## src/rtl/core_pkg.sv

```systemverilog
package core_pkg;

    typedef enum logic [2:0] {
        ST_FETCH,
        ST_DECODE,
        ST_EXEC,
        ST_MEM,
        ST_WB
    } stage_e;

    typedef enum logic [2:0] {
        K_ADD,
        K_ADDI,
        K_SLTI,
        K_LOAD,
        K_STORE,
        K_NONE
    } kind_e;

    localparam logic [5:0] OP_ADD   = 6'h00;
    localparam logic [5:0] OP_ADDI  = 6'h08;
    localparam logic [5:0] OP_SLTI  = 6'h0A;
    localparam logic [5:0] OP_LOAD  = 6'h23;
    localparam logic [5:0] OP_STORE = 6'h2B;

    function automatic kind_e classify(input logic [5:0] op);
        kind_e k;
        unique case (op)
            OP_ADD:   k = K_ADD;
            OP_ADDI:  k = K_ADDI;
            OP_SLTI:  k = K_SLTI;
            OP_LOAD:  k = K_LOAD;
            OP_STORE: k = K_STORE;
            default:  k = K_NONE;
        endcase
        return k;
    endfunction

endpackage

```

## src/rtl/core_regfile.sv

```systemverilog
module core_regfile #(
    parameter int XLEN = 32,
    parameter int NREG = 32,
    localparam int AW  = $clog2(NREG)
) (
    input  logic            clk,
    input  logic [AW-1:0]   ra_a,
    input  logic [AW-1:0]   ra_b,
    output logic [XLEN-1:0] rd_a,
    output logic [XLEN-1:0] rd_b,
    input  logic            we,
    input  logic [AW-1:0]   wa,
    input  logic [XLEN-1:0] wd
);
    logic [XLEN-1:0] cells [NREG];

    // entry 0 is never written and is masked on read
    always_ff @(posedge clk) begin
        if (we && (wa != '0)) begin
            cells[wa] <= wd;
        end
    end

    always_comb begin
        rd_a = (ra_a == '0) ? '0 : cells[ra_a];
        rd_b = (ra_b == '0) ? '0 : cells[ra_b];
    end
endmodule

```

## src/rtl/core_alu.sv

```systemverilog
module core_alu #(
    parameter int XLEN = 32
) (
    input  core_pkg::kind_e  kind,
    input  logic [XLEN-1:0]  opa,
    input  logic [XLEN-1:0]  opb,
    input  logic [XLEN-1:0]  imm,
    output logic [XLEN-1:0]  result
);
    import core_pkg::*;

    always_comb begin
        unique case (kind)
            K_ADD:   result = opa + opb;
            K_SLTI:  result = ($signed(opa) < $signed(imm)) ? XLEN'(1) : '0;
            K_NONE:  result = '0;
            default: result = opa + imm;   // addi, load and store address
        endcase
    end
endmodule

```

## src/rtl/core_seq.sv

```systemverilog
module core_seq (
    input  logic                 clk,
    input  logic                 rst_n,
    input  core_pkg::kind_e      kind,
    output core_pkg::stage_e     state
);
    import core_pkg::*;

    stage_e nxt;

    always_ff @(posedge clk) begin
        if (!rst_n) begin
            state <= ST_FETCH;
        end else begin
            state <= nxt;
        end
    end

    always_comb begin
        nxt = ST_FETCH;
        unique case (state)
            ST_FETCH:  nxt = ST_DECODE;
            ST_DECODE: nxt = (kind == K_NONE) ? ST_FETCH : ST_EXEC;
            ST_EXEC:   nxt = (kind == K_LOAD || kind == K_STORE) ? ST_MEM : ST_WB;
            ST_MEM:    nxt = (kind == K_LOAD) ? ST_WB : ST_FETCH;
            ST_WB:     nxt = ST_FETCH;
            default:   nxt = ST_FETCH;
        endcase
    end
endmodule

```

## src/rtl/core_top.sv

```systemverilog
module core_top #(
    parameter int XLEN = 32,
    parameter int NREG = 32
) (
    input  logic            clk,
    input  logic            rst_n,
    output logic [XLEN-1:0] imem_addr,
    input  logic [XLEN-1:0] imem_rdata,
    output logic [XLEN-1:0] dmem_addr,
    output logic [XLEN-1:0] dmem_wdata,
    output logic            dmem_we,
    input  logic [XLEN-1:0] dmem_rdata
);
    import core_pkg::*;

    localparam int AW = $clog2(NREG);

    stage_e          state;
    kind_e           kind;
    logic [XLEN-1:0] pc, ir, a_q, b_q, res_q, mdr_q;
    logic [XLEN-1:0] rd_a, rd_b, imm_x, alu_y, wb_data;
    logic [AW-1:0]   src_a, src_b, dst;
    logic            rf_we;

    assign kind  = classify(ir[31:26]);
    assign src_a = ir[21 +: AW];
    assign src_b = ir[16 +: AW];
    assign imm_x = {{(XLEN-16){ir[15]}}, ir[15:0]};

    core_seq u_seq (
        .clk   (clk),
        .rst_n (rst_n),
        .kind  (kind),
        .state (state)
    );

    core_regfile #(.XLEN(XLEN), .NREG(NREG)) u_rf (
        .clk  (clk),
        .ra_a (src_a),
        .ra_b (src_b),
        .rd_a (rd_a),
        .rd_b (rd_b),
        .we   (rf_we),
        .wa   (dst),
        .wd   (wb_data)
    );

    core_alu #(.XLEN(XLEN)) u_alu (
        .kind   (kind),
        .opa    (a_q),
        .opb    (b_q),
        .imm    (imm_x),
        .result (alu_y)
    );

    // stage latches
    always_ff @(posedge clk) begin
        if (!rst_n) begin
            pc    <= '0;
            ir    <= '0;
            a_q   <= '0;
            b_q   <= '0;
            res_q <= '0;
            mdr_q <= '0;
        end else begin
            unique case (state)
                ST_FETCH: begin
                    ir <= imem_rdata;
                    pc <= pc + XLEN'(4);
                end
                ST_DECODE: begin
                    a_q <= rd_a;
                    b_q <= rd_b;
                end
                ST_EXEC:  res_q <= alu_y;
                ST_MEM:   mdr_q <= dmem_rdata;
                default:  ;
            endcase
        end
    end

    // outputs and write-back controls
    always_comb begin
        imem_addr  = pc;
        dmem_addr  = res_q;
        dmem_wdata = b_q;
        dmem_we    = (state == ST_MEM) && (kind == K_STORE);
        rf_we      = (state == ST_WB);
        dst        = (kind == K_ADD) ? ir[11 +: AW] : src_b;
        wb_data    = (kind == K_LOAD) ? mdr_q : res_q;
    end
endmodule

```

## config.mk

```make
export PLATFORM = sky130hd
export DESIGN_NAME = core_top
export DESIGN_NICKNAME = d
export VERILOG_FILES = /design/src/rtl/core_pkg.sv /design/src/rtl/core_regfile.sv /design/src/rtl/core_alu.sv /design/src/rtl/core_seq.sv /design/src/rtl/core_top.sv
export SDC_FILE = /design/constraint.sdc
export NUM_CORES = 2
export LEC_CHECK = 0
export ABC_AREA = 1
export BUFFER_PORTS_ARGS = -buffer_cell sky130_fd_sc_hd__buf_4
export CELL_PAD_IN_SITES_DETAIL_PLACEMENT = 2
export CELL_PAD_IN_SITES_GLOBAL_PLACEMENT = 2
export CORE_MARGIN = 10
export CORE_UTILIZATION = 40
export CTS_CLUSTER_SIZE = 30
export DETAILED_ROUTE_END_ITERATION = 16
export PLACE_DENSITY_LB_ADDON = 0.1
export SYNTH_ARGS = -nofsm -noshare
export SYNTH_HDL_FRONTEND = slang
export SYNTH_SLANG_ARGS = --single-unit
```

## constraint.sdc

```tcl
create_clock -name clk -period 14.6 [get_ports clk]
set_input_delay 4.38 -clock clk [delete_from_list [all_inputs] [get_ports clk]]
set_output_delay 4.38 -clock clk [all_outputs]
set_load 0.02 [all_outputs]
```

==> results.sh <==
export IMPL_drc=0
export IMPL_crit_chain="inv_1 -> nor3_2 -> buf_4 -> clkinv_1 -> buf_4 -> nor2_1 -> buf_4"
export IMPL_post_dp_hpwl_um=152000
export IMPL_hold_class="reg -> reg"
export IMPL_syn_area_um2=60600
export IMPL_max_slew_margin_rel_pct=24.1
export IMPL_reg2reg_to="a_q[12]"
export IMPL_wl_per_cell_um=33.3
export IMPL_start_kind="flip-flop"
export IMPL_grt_pass1_vias=56068
export IMPL_final_hold_violation_count=0
export IMPL_die_width_um=409
export IMPL_crit_path_end_kind="output port"
export IMPL_ys_async_sr_fraction_pct=0
export IMPL_synthTopCellsByCount="1232 x nor2_1, 1024 x edfxtp_1, 640 x o21ai_0, 515 x o21bai_1, 512 x o221ai_1"
export IMPL_fin_setup_tns_ps=0
export IMPL_reg2reg_depth=10
export IMPL_hold_depth=2
export IMPL_grt_use_total_pct=30.8
export IMPL_critPathTopFamily="buffers and inverters"
export IMPL_row_count=142
export IMPL_synthTopCellsByArea="edfxtp_1 51%, nor2_1 7.6%, o221ai_1 7.4%, dfxtp_1 6.7%, o21bai_1 6.4%"
export IMPL_port_buffers=160
export IMPL_tightest_slew_ps=1140
export IMPL_cp_buffers_inverters=5
export IMPL_gr_total_overflow=0
export IMPL_dieHeight_um=409
export IMPL_grt_pass1_wl_um=388000
export IMPL_rsz0062_at_grt="no"
export IMPL_cts_buffers=146
export IMPL_p_per_area_nw_per_um2=135
export IMPL_outcome="completed"
export IMPL_cts_sinks=1227
export IMPL_peakVddDrop_uv=99.9
export IMPL_drtPass1Iterations=5
export IMPL_synth_edff_count=1024
export IMPL_ys_flop_type="edfxtp_1"
export IMPL_synthToLayoutAreaGrowth_pct=12.0
export IMPL_clock_fmax_mhz=144
export IMPL_synth_top_area_share_pct=50.7
export IMPL_crit_slowest_cell="dfxtp_1"
export IMPL_synth_largest_area_cell="edfxtp_1"
export IMPL_drive_gt1_share_pct=9.62
export IMPL_maxCapViolCount=0
export IMPL_routabilityCongestion=0.900
export IMPL_power_leakage_nw=22.8
export IMPL_post_cts_resized=0
export IMPL_dpl_cell_count=7806
export IMPL_finalNonFillerCells=8069
export IMPL_synth_distinct_cells=51
export IMPL_cp_max_fo=34
export IMPL_holdPathEnd="ir[29]"
export IMPL_finalClockSkew_ps=23.3
export IMPL_yosysWarnings=0
export IMPL_synthCells=6006
export IMPL_cp_required_ps=10220
export IMPL_die_area_um2=168000
export IMPL_antenna_found_initial=5
export IMPL_ios=163
export IMPL_yosys_cell_count_top_type="nor2_1"
export IMPL_clockRootBuffer="clkbuf_16"
export IMPL_post_cts_buffers=0
export IMPL_hp_start="ir[29]"
export IMPL_path_class="reg -> out"
export IMPL_setup_viol=0
export IMPL_clk_latency_ps=780
export IMPL_cts_tree="built"
export IMPL_period_minus_slack_ps=6920
export IMPL_avgSynthCellArea_um2=10.1
export IMPL_crit_top_cell="buf_4"
export IMPL_core_area_um2=150000
export IMPL_vias=52204
export IMPL_routed_wl_um=269000
export IMPL_fillers=15641
export IMPL_ctsHoldBuffers=0
export IMPL_h_tree_depth=4
export IMPL_nets=6075
export IMPL_crit_arrival_ps=2540
export IMPL_max_stage_delay_ps=400
export IMPL_grt_start_max_net_pins=202
export IMPL_drt_iter0_drc=5543
export IMPL_ys_ff_latch=1227
export IMPL_clkTransAtPathRegs_ps=50
export IMPL_drv_slew=0
export IMPL_clockBufferDepth=3
export IMPL_fin_crit_sh_pct=47.4
export IMPL_reg2reg_setup_slack_ps=9440
export IMPL_initial_core_util_pct=40.3
export IMPL_yosysSeqAreaShare_pct=57.4
export IMPL_ant_nets=0
export IMPL_vias_per_cell=6.47
flip-flops by register name, indices dropped and copies added (netlist names), named ones only:
signal	count
u_rf.cells	1024
a_q	32
dmem_addr	32
dmem_wdata	32
ir	32
mdr_q	32
imem_addr	30
u_seq.state	3
routing by layer:
metal,up-vias,GRT usage [%],wire (µm)
met2,2002,50.8,127000
met3,606,4.80,16500
met4,2,15.2,14800
met1,27505,39.3,111000
li1,22089,-,-
met5,-,0,11
worst register-to-register path, delay by kind of cell, from the launching register on:
kind / cells / cell delay (ps)
compound gates: 3 / 630
buf+inv: 4 / 3180
flops: 1 / 560
simple gates: 3 / 710
how the worst max path moves through the flow:
stage	from	to	slack, ps	cells past startpoint
after CTS	u_seq.state[0]	dmem_we	7630	7
after floorplan	u_seq.state[0]	dmem_we	8610	5
after global routing	u_seq.state[0]	dmem_we	7460	7
after global placement	rst_n	imem_addr[11]	8150	5
final	u_seq.state[0]	dmem_we	7680	7
after detailed placement	rst_n	imem_addr[11]	8150	5
layout make-up:
type	instances	area (µm²)	share of cell area (%)
inverter	139	572	0.842
clock buffer	185	3970	5.84
multi-input combinational	4171	23400	34.5
tap	2016	2520	3.71
sequential	1227	34800	51.3
timing repair buffer	253	1970	2.91
clock inverter	77	617	0.908
antenna	1	2.50	0.00368
power breakdown:
| group | switching (mW) | internal [mW] |
|---|---|---|
| combinational | 1.22 | 0.490 |
| clock | 1.54 | 2.05 |
| sequential | 0.0846 | 3.79 |
placed cells by master (no fill, tap or decap), types with 151 or more instances in the layout:
cell type,synthesis,layout
dfxtp_1,203,193
o221ai_1,512,512
a21oi_1,192,192
clkbuf_16,0,151
o21ai_0,640,640
buf_4,35,247
edfxtp_1,1024,1024
nand2_1,315,314
nand3_1,502,502
nor2_1,1232,1203
o21bai_1,515,515
metrics by stage:
step	cell area (µm²)	setup slack (ps)	utilization (%)	power (mW)	hold slack, ps
after CTS	67900	7630	45.2	9.19	480
after global placement	63300	8150	42.1	5.57	457
after detailed placement	63300	8150	42.1	5.62	472
after floorplan	60700	8610	-	4.98	441
final	67900	7680	45.2	9.18	477
after global routing	67900	7460	45.2	9.49	504
cell families after synthesis:
group                      Yosys count  synth area share (%)
AOI/OAI and AO/OA                 1880                  20.9
DFF                               1227                  57.4
adders and majority gates           71                  1.48
muxes                               32                 0.594
and+or+nand+nor                   2136                  14.8
xor gates and xnor gates            18                 0.260
buffers and inverters              641                  4.55
other                                1               0.00619
Note: power is estimated with default switching activity, not from simulation.
